$ cat config.mk
export PLATFORM = sky130hd
export DESIGN_NAME = memprot_ctrl
export DESIGN_NICKNAME = d
export VERILOG_FILES = /design/src/rtl/memprot_pkg.sv /design/src/rtl/memprot_cell.sv /design/src/rtl/memprot_bank.sv /design/src/rtl/memprot_pwd.sv /design/src/rtl/memprot_rdstage.sv /design/src/rtl/memprot_ctrl.sv
export SDC_FILE = /design/constraint.sdc
export NUM_CORES = 1
export LEC_CHECK = 0
export BUFFER_PORTS_ARGS = -buffer_cell sky130_fd_sc_hd__buf_2
export CORE_UTILIZATION = 46
export CTS_CLUSTER_SIZE = 14
export DETAILED_ROUTE_END_ITERATION = 10
export PLACE_DENSITY = 0.89
export SLEW_MARGIN = 20
export SYNTH_ARGS = -nofsm -noshare
export SYNTH_HDL_FRONTEND = slang
export SYNTH_SLANG_ARGS = --single-unit
$ cat constraint.sdc
create_clock -name clk -period 3.9 [get_ports clk]
set_input_delay 0.39 -clock clk [delete_from_list [all_inputs] [get_ports clk]]
set_output_delay 0.39 -clock clk [all_outputs]
set_load 0.05 [all_outputs]
$ cat src/rtl/memprot_pkg.sv
package memprot_pkg;

  localparam int NUM_REGION = 4;
  localparam int NUM_WP     = 3;

  localparam int ADR_ACCESS = 0;
  localparam int ADR_WRITE  = 1;
  localparam int ADR_PASS   = 2;

  typedef enum logic [1:0] {
    SRC_MAIN = 2'd0,
    SRC_TEST = 2'd1,
    SRC_EEP  = 2'd2,
    SRC_RAM  = 2'd3
  } src_e;

  typedef enum logic [1:0] {
    RULE_ANY,          // any writer, any operation
    RULE_DIRECT_SELF,  // direct write from the owning memory
    RULE_SETP_SELF,    // set-protection from the owning memory
    RULE_SETP_NOFLASH  // set-protection from non-flash internal memory
  } rule_e;

  function automatic rule_e access_rule(input int idx);
    case (idx)
      0, 1:    return RULE_DIRECT_SELF;
      2:       return RULE_SETP_SELF;
      default: return RULE_SETP_NOFLASH;
    endcase
  endfunction

  function automatic src_e access_owner(input int idx);
    case (idx)
      0:       return SRC_MAIN;
      1:       return SRC_TEST;
      2:       return SRC_EEP;
      default: return SRC_RAM;
    endcase
  endfunction

endpackage

$ cat src/rtl/memprot_cell.sv
module memprot_cell
  import memprot_pkg::*;
#(
  parameter rule_e RULE  = RULE_ANY,
  parameter src_e  OWNER = SRC_RAM
) (
  input  logic clk,
  input  logic rst_n,
  input  logic init_prot,
  input  logic wr_hit,
  input  logic setprot,
  input  logic wbit,
  input  src_e src,
  input  logic tmp_en,
  output logic prot,
  output logic deny
);

  logic eligible;
  logic clr_req;
  logic restore;

  always_comb begin
    case (RULE)
      RULE_ANY:          eligible = 1'b1;
      RULE_DIRECT_SELF:  eligible = tmp_en && !setprot && (src == OWNER);
      RULE_SETP_SELF:    eligible = tmp_en && setprot && (src == OWNER);
      RULE_SETP_NOFLASH: eligible = tmp_en && setprot &&
                                    (src == SRC_EEP || src == SRC_RAM);
      default:           eligible = 1'b0;
    endcase
  end

  assign clr_req = wr_hit && wbit;
  assign restore = wr_hit && setprot && !wbit;
  assign deny    = clr_req && !eligible && prot;

  always_ff @(posedge clk) begin
    if (!rst_n)                    prot <= init_prot;
    else if (restore)              prot <= 1'b1;
    else if (clr_req && eligible)  prot <= 1'b0;
  end

endmodule

$ cat src/rtl/memprot_bank.sv
module memprot_bank
  import memprot_pkg::*;
#(
  parameter int NBITS   = 4,
  parameter bit WP_BANK = 1'b0
) (
  input  logic             clk,
  input  logic             rst_n,
  input  logic [NBITS-1:0] init_prot,
  input  logic             wr_hit,
  input  logic             setprot,
  input  logic [NBITS-1:0] wbits,
  input  src_e             src,
  input  logic             tmp_en,
  output logic [NBITS-1:0] prot,
  output logic             deny_any
);

  logic [NBITS-1:0] deny_vec;

  for (genvar g = 0; g < NBITS; g++) begin : g_cell
    localparam rule_e CELL_RULE  = WP_BANK ? RULE_ANY : access_rule(g);
    localparam src_e  CELL_OWNER = access_owner(g);
    memprot_cell #(
      .RULE  (CELL_RULE),
      .OWNER (CELL_OWNER)
    ) u_cell (
      .clk       (clk),
      .rst_n     (rst_n),
      .init_prot (init_prot[g]),
      .wr_hit    (wr_hit),
      .setprot   (setprot),
      .wbit      (wbits[g]),
      .src       (src),
      .tmp_en    (tmp_en),
      .prot      (prot[g]),
      .deny      (deny_vec[g])
    );
  end

  assign deny_any = |deny_vec;

endmodule

$ cat src/rtl/memprot_pwd.sv
module memprot_pwd #(
  parameter int PWD_W = 2
) (
  input  logic             clk,
  input  logic             rst_n,
  input  logic             pw_hit,
  input  logic [PWD_W-1:0] pw_data,
  input  logic [PWD_W-1:0] pw_field,
  output logic             pw_ok
);

  logic armed;

  always_ff @(posedge clk) begin
    if (!rst_n) begin
      armed <= 1'b0;
      pw_ok <= 1'b1;
    end else if (pw_hit) begin
      armed <= !armed;
      if (armed && (pw_data == pw_field)) pw_ok <= 1'b0;
    end
  end

endmodule

$ cat src/rtl/memprot_rdstage.sv
module memprot_rdstage #(
  parameter int DATA_W = 8,
  parameter int NREG   = 4,
  localparam int RW    = $clog2(NREG)
) (
  input  logic              clk,
  input  logic              rst_n,
  input  logic [NREG-1:0]   ap,
  input  logic              in_valid,
  output logic              in_ready,
  input  logic [RW-1:0]     in_region,
  input  logic              in_dma,
  input  logic              in_reg,
  input  logic [DATA_W-1:0] in_data,
  output logic              out_valid,
  input  logic              out_ready,
  output logic [DATA_W-1:0] out_data
);

  localparam logic [DATA_W-1:0] FORCED = '1;

  logic blocked;
  logic take;

  assign in_ready = !out_valid || out_ready;
  assign take     = in_valid && in_ready;
  assign blocked  = in_reg || (in_dma && ap[in_region]);

  always_ff @(posedge clk) begin
    if (!rst_n) begin
      out_valid <= 1'b0;
      out_data  <= '0;
    end else if (take) begin
      out_valid <= 1'b1;
      out_data  <= blocked ? FORCED : in_data;
    end else if (out_ready) begin
      out_valid <= 1'b0;
    end
  end

endmodule

$ cat src/rtl/memprot_ctrl.sv
module memprot_ctrl
  import memprot_pkg::*;
#(
  parameter int DATA_W = 8,
  parameter int ADDR_W = 2,
  parameter int PWD_W  = 2
) (
  input  logic                  clk,
  input  logic                  rst_n,
  input  logic [NUM_REGION-1:0] nv_ap,
  input  logic [NUM_WP-1:0]     nv_wp,
  input  logic                  nv_tmp_en,
  input  logic [PWD_W-1:0]      pwd_field,
  input  logic                  wr_en,
  input  logic                  wr_setprot,
  input  logic [1:0]            wr_src,
  input  logic [ADDR_W-1:0]     wr_addr,
  input  logic [DATA_W-1:0]     wr_data,
  input  logic                  rd_in_valid,
  output logic                  rd_in_ready,
  input  logic [1:0]            rd_in_region,
  input  logic                  rd_in_dma,
  input  logic                  rd_in_reg,
  input  logic [DATA_W-1:0]     rd_in_data,
  output logic                  rd_out_valid,
  input  logic                  rd_out_ready,
  output logic [DATA_W-1:0]     rd_out_data,
  output logic [NUM_REGION-1:0] ap_flag,
  output logic [NUM_WP-1:0]     wp_flag,
  output logic                  pw_ok,
  output logic                  viol
);

  localparam logic [ADDR_W-1:0] A_ACC = ADDR_W'(ADR_ACCESS);
  localparam logic [ADDR_W-1:0] A_WP  = ADDR_W'(ADR_WRITE);
  localparam logic [ADDR_W-1:0] A_PW  = ADDR_W'(ADR_PASS);

  logic tmp_en_q;
  logic hit_acc, hit_wp, hit_pw;
  logic deny_acc, deny_wp;
  src_e src;
  logic unused_wdata;

  assign src          = src_e'(wr_src);
  assign hit_acc      = wr_en && (wr_addr == A_ACC);
  assign hit_wp       = wr_en && (wr_addr == A_WP);
  assign hit_pw       = wr_en && (wr_addr == A_PW);
  assign unused_wdata = ^wr_data;

  always_ff @(posedge clk) begin
    if (!rst_n) begin
      tmp_en_q <= nv_tmp_en;
      viol     <= 1'b0;
    end else begin
      viol     <= deny_acc || deny_wp;
    end
  end

  memprot_bank #(.NBITS(NUM_REGION), .WP_BANK(1'b0)) u_acc (
    .clk       (clk),
    .rst_n     (rst_n),
    .init_prot (nv_ap),
    .wr_hit    (hit_acc),
    .setprot   (wr_setprot),
    .wbits     (wr_data[NUM_REGION-1:0]),
    .src       (src),
    .tmp_en    (tmp_en_q),
    .prot      (ap_flag),
    .deny_any  (deny_acc)
  );

  memprot_bank #(.NBITS(NUM_WP), .WP_BANK(1'b1)) u_wp (
    .clk       (clk),
    .rst_n     (rst_n),
    .init_prot (nv_wp),
    .wr_hit    (hit_wp),
    .setprot   (wr_setprot),
    .wbits     (wr_data[NUM_WP-1:0]),
    .src       (src),
    .tmp_en    (tmp_en_q),
    .prot      (wp_flag),
    .deny_any  (deny_wp)
  );

  memprot_pwd #(.PWD_W(PWD_W)) u_pwd (
    .clk      (clk),
    .rst_n    (rst_n),
    .pw_hit   (hit_pw),
    .pw_data  (wr_data[PWD_W-1:0]),
    .pw_field (pwd_field),
    .pw_ok    (pw_ok)
  );

  memprot_rdstage #(.DATA_W(DATA_W), .NREG(NUM_REGION)) u_rd (
    .clk       (clk),
    .rst_n     (rst_n),
    .ap        (ap_flag),
    .in_valid  (rd_in_valid),
    .in_ready  (rd_in_ready),
    .in_region (rd_in_region),
    .in_dma    (rd_in_dma),
    .in_reg    (rd_in_reg),
    .in_data   (rd_in_data),
    .out_valid (rd_out_valid),
    .out_ready (rd_out_ready),
    .out_data  (rd_out_data)
  );

endmodule

# After elaboration in Yosys (flattened, before gate mapping)
# Index checks and enable logic that the tools add are counted.
# classes
order_cmp,1
n_eq_ne,13
muxes,26
reduce_logical,59
# ops
operator,count
logical AND 1 bit,40
2-to-1 mux 1 bit,24
"!= test 3 x 1 -> 1 bit, second input constant",7
logical NOT 1 bit,11
2-to-1 mux 8 bit,1
"equality test 2 bit, second input constant",3
"equality test 2 x 1 -> 1 bit, second input constant",2
logical NOT 2 bit,2
OR reduction 4 bit,1
logical OR 1 bit,3
"< comparator 2 x 3 -> 1 bit, second input constant",1
binary-select mux 1 bit (select 2 bit),1
equality test 2 bit,1
AND reduction 2 bit,1
nonzero test 2 bit,1
# word_totals
regBits,20
out_inout_bits,19

# Longest topological paths before layout
# Gate-level depths: netlist of run 1.
# depth
ltp_word,7
mapped_depth,5
mapped_depth_nobuf,3

# Hierarchy
# From an unflattened synthesis of run 1, not the netlist that was laid out.
# hier_totals
cells_unflattened,125
area_unflattened_um2,1151.1
# modules_own_cells
mod,instances,cells_each,area_per_inst_um2,seq_area_each_um2
memprot_rdstage,1,47,411.6,180.2
memprot_cell (u_wp.g_cell[0].u_cell ...),3,8,67.6,30.0
memprot_cell (u_acc.g_cell[2].u_cell),1,9,96.3,30.0
memprot_ctrl,1,7,91.3,50.0
memprot_pwd,1,9,88.8,40.0
memprot_cell (u_acc.g_cell[1].u_cell),1,9,83.8,30.0
memprot_cell (u_acc.g_cell[0].u_cell),1,9,82.6,30.0
memprot_cell (u_acc.g_cell[3].u_cell),1,9,80.1,30.0
memprot_bank (u_acc),1,1,7.5,0.0
memprot_bank (u_wp),1,1,6.3,0.0

# Worst setup path before layout of run 1
# Ideal clock, no wire load.
# synth_path
kind,input to register
startpoint,input port rd_in_region[0]
endpoint,register u_rd.out_data[0]
t_arrival_ps,1613
required_ps,3781
path_slack_ps,2169
cell_stages,3
path_cell_list,mux4_2 > a2111o_1 > o221a_2
# synth_via
elab_chain_len,5
# synth_lines
item,line_no,text
from (decl),memprot_ctrl.sv:21,"input logic [1:0] rd_in_region,"
binary-select mux 1 bit (select 2 bit),memprot_rdstage.sv:27,assign blocked = in_reg || (in_dma && ap[in_region]);
2-to-1 mux 1 bit (implied by the code),memprot_rdstage.sv:27,
logical AND 1 bit,memprot_rdstage.sv:27,
logical OR 1 bit,memprot_rdstage.sv:27,
2-to-1 mux 8 bit,memprot_rdstage.sv:35,out_data <= blocked ? FORCED : in_data;
to (signal assigned),memprot_rdstage.sv:35,
to (decl),memprot_rdstage.sv:17,output logic [DATA_W-1:0] out_data
# Every way passes these cells. The select of a mux whose other input is x is not followed.
# A chain may end at the register's enable or synchronous reset.

# Worst setup path in the final report of run 1
# layout_path
startpoint,register u_acc.g_cell[1].u_cell.prot
endpoint,register u_rd.out_data[2]
# layout_via
elab_chain_len,5
# layout_lines
item,line_no,text
from (decl),memprot_cell.sv:15,"output logic prot,"
from (signal assigned),memprot_cell.sv:39,if (!rst_n) prot <= init_prot;
binary-select mux 1 bit (select 2 bit),memprot_rdstage.sv:27,
2-to-1 mux 1 bit (implied by the code),memprot_rdstage.sv:27,
logical AND 1 bit,memprot_rdstage.sv:27,
logical OR 1 bit,memprot_rdstage.sv:27,
2-to-1 mux 8 bit,memprot_rdstage.sv:35,
# Every way passes these cells. The select of a mux whose other input is x is not followed.

==> key figures, run 1 <==
Status
  • Status: completed

Die
  • IO Pins: 59
  • Die area: 2420 um2
  • DIE WIDTH: 49.2 um
  • Die height: 49.2 um
  • Core Box Area: 2020 um2
  • Starting Density: 50.7%
  • Site Rows: 16

Timing
  • Unrepaired setup endpoints after global routing: no
  • Max Slew Vio Count: 0
  • Setup tns final: 0 ns
  • Slew @ Worst Pin: 0.528 ns
  • Final setup violation count: 0
  • Hold violation count in the final report: 0
  • Min cycle time layout: 1.89 ns
  • Rel. slew slack: 64.7%
  • Fin crit share: 48.4%
  • Fmax: 0.529 GHz
  • Worst Hold Margin: 0.260 ns
  • Clock Skews: 0.00205 ns

Hold path
  • Worst Hold Class: primary input to flop

Logic synthesis
  • Main synth FF type: dfxtp_1
  • Synth Area in Compound Gates: 26.5%
  • Area leader, netlist: dfxtp_1
  • Yosys top cell area share: 23.4%
  • Post-synth ARST share: 0%
  • Xor/xnor share of the synthesized area: 2.56%
  • Post-synthesis register bit count: 20
  • Most common library cells after synthesis: dfxtp_1 (12), edfxtp_1 (8), o221a_2 (8)
  • Synth area leaders: dfxtp_1 (23%), edfxtp_1 (23%), o221a_2 (8.8%)
  • Most frequent cell after synthesis: dfxtp_1
  • Post-synth EDFFs: 8
  • Synth Area in Simple Gates: 13.1%
  • Average cell area after synthesis: 10.4 um2
  • Seq/Total Area, Yosys: 46.9%
  • Mapped Nets: 139
  • Combinational family with the most area after synthesis: compound AO/OA/AOI/OAI gates
  • Synth Instances: 99
  • Multiplexer share of the synthesized area: 2.20%
  • Yosys warns: 0
  • Post-Synthesis Cell Area: 1020 um2
  • Post-Synth Adder-Cell Area: 0%
  • Synth cell types: 32

Pwr
  • Pint: 333 uW
  • PD cells: 379 nW/um2
  • Clock Power Share: 24.5%
  • Reg power frac: 49.2%
  • Worst VDD drop: 0.000195 V
  • Overall power: 490 uW
  • Logic gate share of total power: 26.3%
  • Pleak: 0.580 nW
  • Psw: 157 uW
  • Sw frac: 32.0%

Layout
  • Area of the multi-input gates: 454 um2
  • Area growth from synthesis to layout: 26.3%
  • Register Area: 480 um2
  • Cell area after layout: 1290 um2
  • Fill count: 168
  • # diodes: 0
  • Final-stage net count: 186
  • Finished Core Util: 64.0%
  • Layout cell share with drive strength beyond 1: 48.3%

Setup path
  • CP Depth: 3
  • Reg2reg setup slack: 2.01 ns
  • Worst Path Max Fanout: 8
  • FF-to-FF End: u_rd.out_data[2]$_SDFFE_PN0P_
  • Worst path required time: 4.10 ns
  • WS Path Type: flop to flop
  • CP max stage delay: 0.55 ns
  • CP top delay family: compound AO/OA/AOI/OAI gates
  • Slowest CP cell: a2111o_1
  • Sum of buffers and inverters on the critical path: 0
  • Setup crit end: u_rd.out_data[2]$_SDFFE_PN0P_
  • Worst setup SP type: flop
  • Critical Path End Type: flop
  • Critical path data arrival time: 2.09 ns
  • Critical path cell sequence: mux4_2, a2111o_1, o221a_2
  • R2R cell count: 3
  • Critical path origin: u_acc.g_cell[1].u_cell.prot$_DFFE_PP_
  • Critical R2R Launch: u_acc.g_cell[1].u_cell.prot$_DFFE_PP_

Routing
  • WL per Instance: 13.8 um
  • DR pass1 iterations: 4
  • DR vias: 923
  • Total Wirelength: 2370 um
  • Post-route ant nets: 0
  • Vias/cell: 5.37
  • # DRC: 0
  • Number of DRC markers in iteration 0: 24

Global route
  • First-pass GRT wire length: 3880 um
  • GRT Residual Overflow: 0
  • Largest net degree at the start of global routing: 20
  • Initial antenna violation count: 0
  • Number of global-route vias before repair: 875
  • GR Util All Layers: 20.8%

Clocking
  • CTS Buffer Depth: 2
  • Root Driver: clkbuf_4
  • Clk slew on worst S/H paths: 0.11 ns
  • H-Tree Depth: 1
  • Latest clock arrival within the worst-skew pair: 0.29 ns
  • Cts repair resizes: 0
  • Num Clock Sinks: 20
  • Hold-fix buffers, CTS: 0
  • CTS tree: done
  • Post CTS Setup Buffer Count: 0
  • CTS buffer count: 3

Placement
  • GP Congestion: 0.754
  • I/O Buffers: 54
  • Placed instance area: 1260 um2

Flow run
  • # Max-Cap Violations: 0
worst min path at each step:
stage / startpoint / end / slack, ns / depth (start not counted)
5_1_grt: nv_tmp_en / tmp_en_q$_DFFE_PN_ / 0.24 / 1
2_1_floorplan: nv_tmp_en / tmp_en_q$_DFFE_PN_ / 0.49 / 0
3_3_place_gp: u_pwd.pw_ok$_SDFFE_PN1P_ / u_pwd.pw_ok$_SDFFE_PN1P_ / 0.44 / 2
6_report: nv_tmp_en / tmp_en_q$_DFFE_PN_ / 0.26 / 1
3_5_place_dp: u_pwd.pw_ok$_SDFFE_PN1P_ / u_pwd.pw_ok$_SDFFE_PN1P_ / 0.44 / 2
4_1_cts: nv_tmp_en / tmp_en_q$_DFFE_PN_ / 0.25 / 1
state kept, by name, summed over array words and instances, names as in the netlist:
| name | flops |
|---|---|
| u_rd.out_valid | 1 |
| u_acc.g_cell.u_cell.prot | 4 |
| u_rd.out_data | 8 |
| tmp_en_q | 1 |
| viol | 1 |
| u_wp.g_cell.u_cell.prot | 3 |
| u_pwd.armed | 1 |
| u_pwd.pw_ok | 1 |
cell usage in the layout (no fill, tap or decap), types with 3 or more instances in the layout:
cell type	instances
nor2_1	6
edfxtp_1	8
nor2b_1	3
dfxtp_1	12
o221a_2	8
o21ai_0	7
o2bb2ai_1	4
inv_1	5
buf_2	54
clkbuf_4	3
nand2_1	7
stage by stage:
stage               setup slack, ns  std cells
floorplan                      2.17         99
global placement               1.99        168
detailed placement             1.94        168
global route                   1.96        172
finish                         2.01        172
CTS                            1.99        172
power groups by stage:
stage	combinational, mW	clock [mW]	sequential [mW]
3_5_place_dp	0.129	0	0.246
3_3_place_gp	0.125	0	0.245
5_1_grt	0.138	0.130	0.243
4_1_cts	0.130	0.123	0.241
2_1_floorplan	0.0678	0	0.273
6_report	0.129	0.120	0.241
cell families (layout without fill, tap and decap cells):
kind of cell / count (synthesis) / count (layout)
multiplexers: 1 / 1
AO/OA/AOI/OAI: 33 / 33
XOR/XNOR: 3 / 3
AND/OR/NAND/NOR: 25 / 25
flip-flops: 20 / 20
buffers and inverters: 17 / 63
layout make-up:
type	count	share of cell area, %
tap	27	2.61
clock buffer	4	2.80
sequential	20	37.1
multi-input combinational	62	35.1
inverter	5	1.45
timing repair buffer	54	20.9
routing by layer:
| metal | vias up | wire length (um) | part of all wire [%] | track usage, % |
|---|---|---|---|---|
| met2 | 34 | 1190 | 50 | 37.2 |
| met4 | 0 | 20 | 0.84 | 8.82 |
| li1 | 459 | - | - | - |
| met1 | 428 | 1030 | 43 | 24.4 |
| met5 | - | 0 | 0 | 0 |
| met3 | 2 | 128 | 5.4 | 3.12 |
Power figures use the tool's default switching activity.
==> inputs of run 2 (changes only) <==
Settings changed: ABC_AREA from default to 1, PLACE_DENSITY 0.89 to 0.85.
Clock period 3.9 ns to 1.9 ns, I/O delays scaled along.
==> run 2 against run 1 <==
Against the previous run: wire length increased by 5.7%; utilization decreased by 3.6 points; critical path depth decreased by 1; critical endpoint is now rd_in_ready; largest power group unchanged.
==> key figures, run 2 <==
Layout
  • Finished Core Util: 60.4%
  • Cell area after layout: 1510 um2
  • Final-stage net count: 277
  • Most common cell after layout, fill and taps aside: buf_2
  • # diodes: 0
  • Fill count: 258
  • Layout cell share with drive strength beyond 1: 28.4%
  • Largest regs: u_rd.out_data: 8 flops, u_acc.g_cell.u_cell.prot: 4 flops, u_wp.g_cell.u_cell.prot: 3 flops
  • Post-Layout Cell Count: 266
  • Top reg by flops: u_rd.out_data
  • Register Area: 480 um2
  • Most frequent cells in the layout: buf_2 (54), nand2_1 (44), inv_1 (39)
  • Area of the multi-input gates: 534 um2
  • Area growth from synthesis to layout: 21.8%
  • Number of flip-flops in the largest register: 8

Routing
  • Number of DRC markers in iteration 0: 21
  • Vias/cell: 4.65
  • WL per Instance: 9.40 um
  • Total Wirelength: 2500 um
  • DR pass1 iterations: 4
  • Post-route ant nets: 0
  • DR vias: 1237
  • # DRC: 0

Clocking
  • Hold-fix buffers, CTS: 0
  • Latest clock arrival within the worst-skew pair: 0.30 ns
  • H-Tree Depth: 1
  • CTS Buffer Depth: 2
  • Clk slew on worst S/H paths: 0.11 ns
  • Num Clock Sinks: 20
  • CTS tree: done
  • CTS buffer count: 3
  • Root Driver: clkbuf_4
  • Cts repair resizes: 0
  • Post CTS Setup Buffer Count: 0

Logic synthesis
  • Post-Synthesis Cell Area: 1240 um2
  • Synth area leaders: dfxtp_1 (19%), edfxtp_1 (19%), nand2_1 (13%)
  • Synth cell types: 20
  • Mapped Nets: 228
  • Post-synthesis register bit count: 20
  • Post-synth EDFFs: 8
  • Most frequent cell after synthesis: nand2_1
  • Most common library cells after synthesis: nand2_1 (44), inv_1 (39), nor2_1 (30), nand3_1 (14)
  • Yosys top cell area share: 19.4%
  • Synth Area in Compound Gates: 8.28%
  • Combinational family with the most area after synthesis: simple AND/OR/NAND/NOR gates
  • Synth Instances: 188
  • Area leader, netlist: dfxtp_1
  • Main synth FF type: dfxtp_1
  • Seq/Total Area, Yosys: 38.8%
  • Average cell area after synthesis: 6.59 um2
  • Post-synth ARST share: 0%
  • Post-Synth Adder-Cell Area: 0%
  • Synth Area in Simple Gates: 34.8%
  • Multiplexer share of the synthesized area: 0%
  • Yosys warns: 0
  • Xor/xnor share of the synthesized area: 0%

Timing
  • Slew @ Worst Pin: 0.411 ns
  • Worst Hold Margin: 0.0588 ns
  • Rel. slew slack: 72.5%
  • Unrepaired setup endpoints after global routing: no
  • Setup tns final: 0 ns
  • Worst Slack Setup Final: 0.696 ns
  • Fin crit share: 63.4%
  • Min cycle time layout: 1.20 ns
  • Clock Skews: 0.00119 ns
  • Fmax: 0.831 GHz
  • Hold violation count in the final report: 0
  • Final setup violation count: 0
  • Max Slew Vio Count: 0

Placement
  • I/O Buffers: 54
  • GP Congestion: 0.825
  • DP HPWL: 1980 um
  • Setup WS pre-CTS: 0.696 ns
  • Placed cell count: 262
  • Placed instance area: 1470 um2

Global route
  • GRT Residual Overflow: 0
  • Initial antenna violation count: 0
  • First-pass GRT wire length: 4070 um
  • Largest net degree at the start of global routing: 18
  • Number of global-route vias before repair: 984
  • GR Util All Layers: 19.2%

Die
  • Site Rows: 18
  • Core Box Area: 2500 um2
  • Die height: 53.9 um
  • Starting Density: 49.5%
  • DIE WIDTH: 53.9 um
  • IO Pins: 59
  • Die area: 2900 um2

Setup path
  • CP max stage delay: 0.34 ns
  • WS Path Type: flop to primary output
  • Critical path cell sequence: nand2_2, buf_2
  • Worst path required time: 1.71 ns
  • Worst setup SP type: flop
  • Critical path data arrival time: 1.01 ns
  • Sum of buffers and inverters on the critical path: 1
  • Slowest CP cell: dfxtp_1
  • Critical Path End Type: primary output
  • CP top delay family: flip-flops
  • Worst Path Max Fanout: 3

Flow run
  • # Max-Cap Violations: 0

Status
  • Status: completed

Hold path
  • Worst Hold Class: primary input to flop

Pwr
  • Worst VDD drop: 0.000435 V
  • Overall power: 1.04 mW
  • PD cells: 692 nW/um2
  • Pleak: 0.853 nW
==> run 2: worst paths after layout <==
kind,from,endpoint,slack [ns],cells past startpoint
setup / recovery,u_rd.out_valid$_SDFFE_PN0P_,rd_in_ready,0.70,2
hold / removal,nv_tmp_en,tmp_en_q$_DFFE_PN_,0.06,1
setup reg to reg,u_acc.g_cell[1].u_cell.prot$_DFFE_PP_,u_rd.out_data[6]$_SDFFE_PN0P_,0.71,6
hold reg to reg,u_pwd.armed$_SDFFE_PN0P_,u_pwd.armed$_SDFFE_PN0P_,0.47,2
==> run 2: area by class of cell <==
class | instances | area share [%]
tap | 30 | 2.49
sequential | 20 | 31.8
clock buffer | 4 | 2.40
inverter | 40 | 9.95
timing repair buffer | 54 | 17.9
multi-input combinational | 118 | 35.4
==> run 2: metal layers <==
layer | vias up | GRT usage [%] | part of all wire [%] | wire (um)
met2 | 34 | 31.5 | 48 | 1210
met3 | 4 | 2.54 | 3.8 | 96
met1 | 540 | 25.6 | 47 | 1160
met5 | - | 0 | 0 | 0
li1 | 659 | - | - | -
met4 | 0 | 6.58 | 1.2 | 31
==> run 2: cells by family after synthesis <==
kind of cell,count (synthesis)
AOI/OAI and AO/OA,20
buffers and inverters,50
DFF,20
and+or+nand+nor,98
==> run 2: report_power, final <==
part | switching [mW] | internal (mW)
combinational | 0.212 | 0.0864
sequential | 0.0159 | 0.481
clock | 0.132 | 0.117
total | 0.360 | 0.684
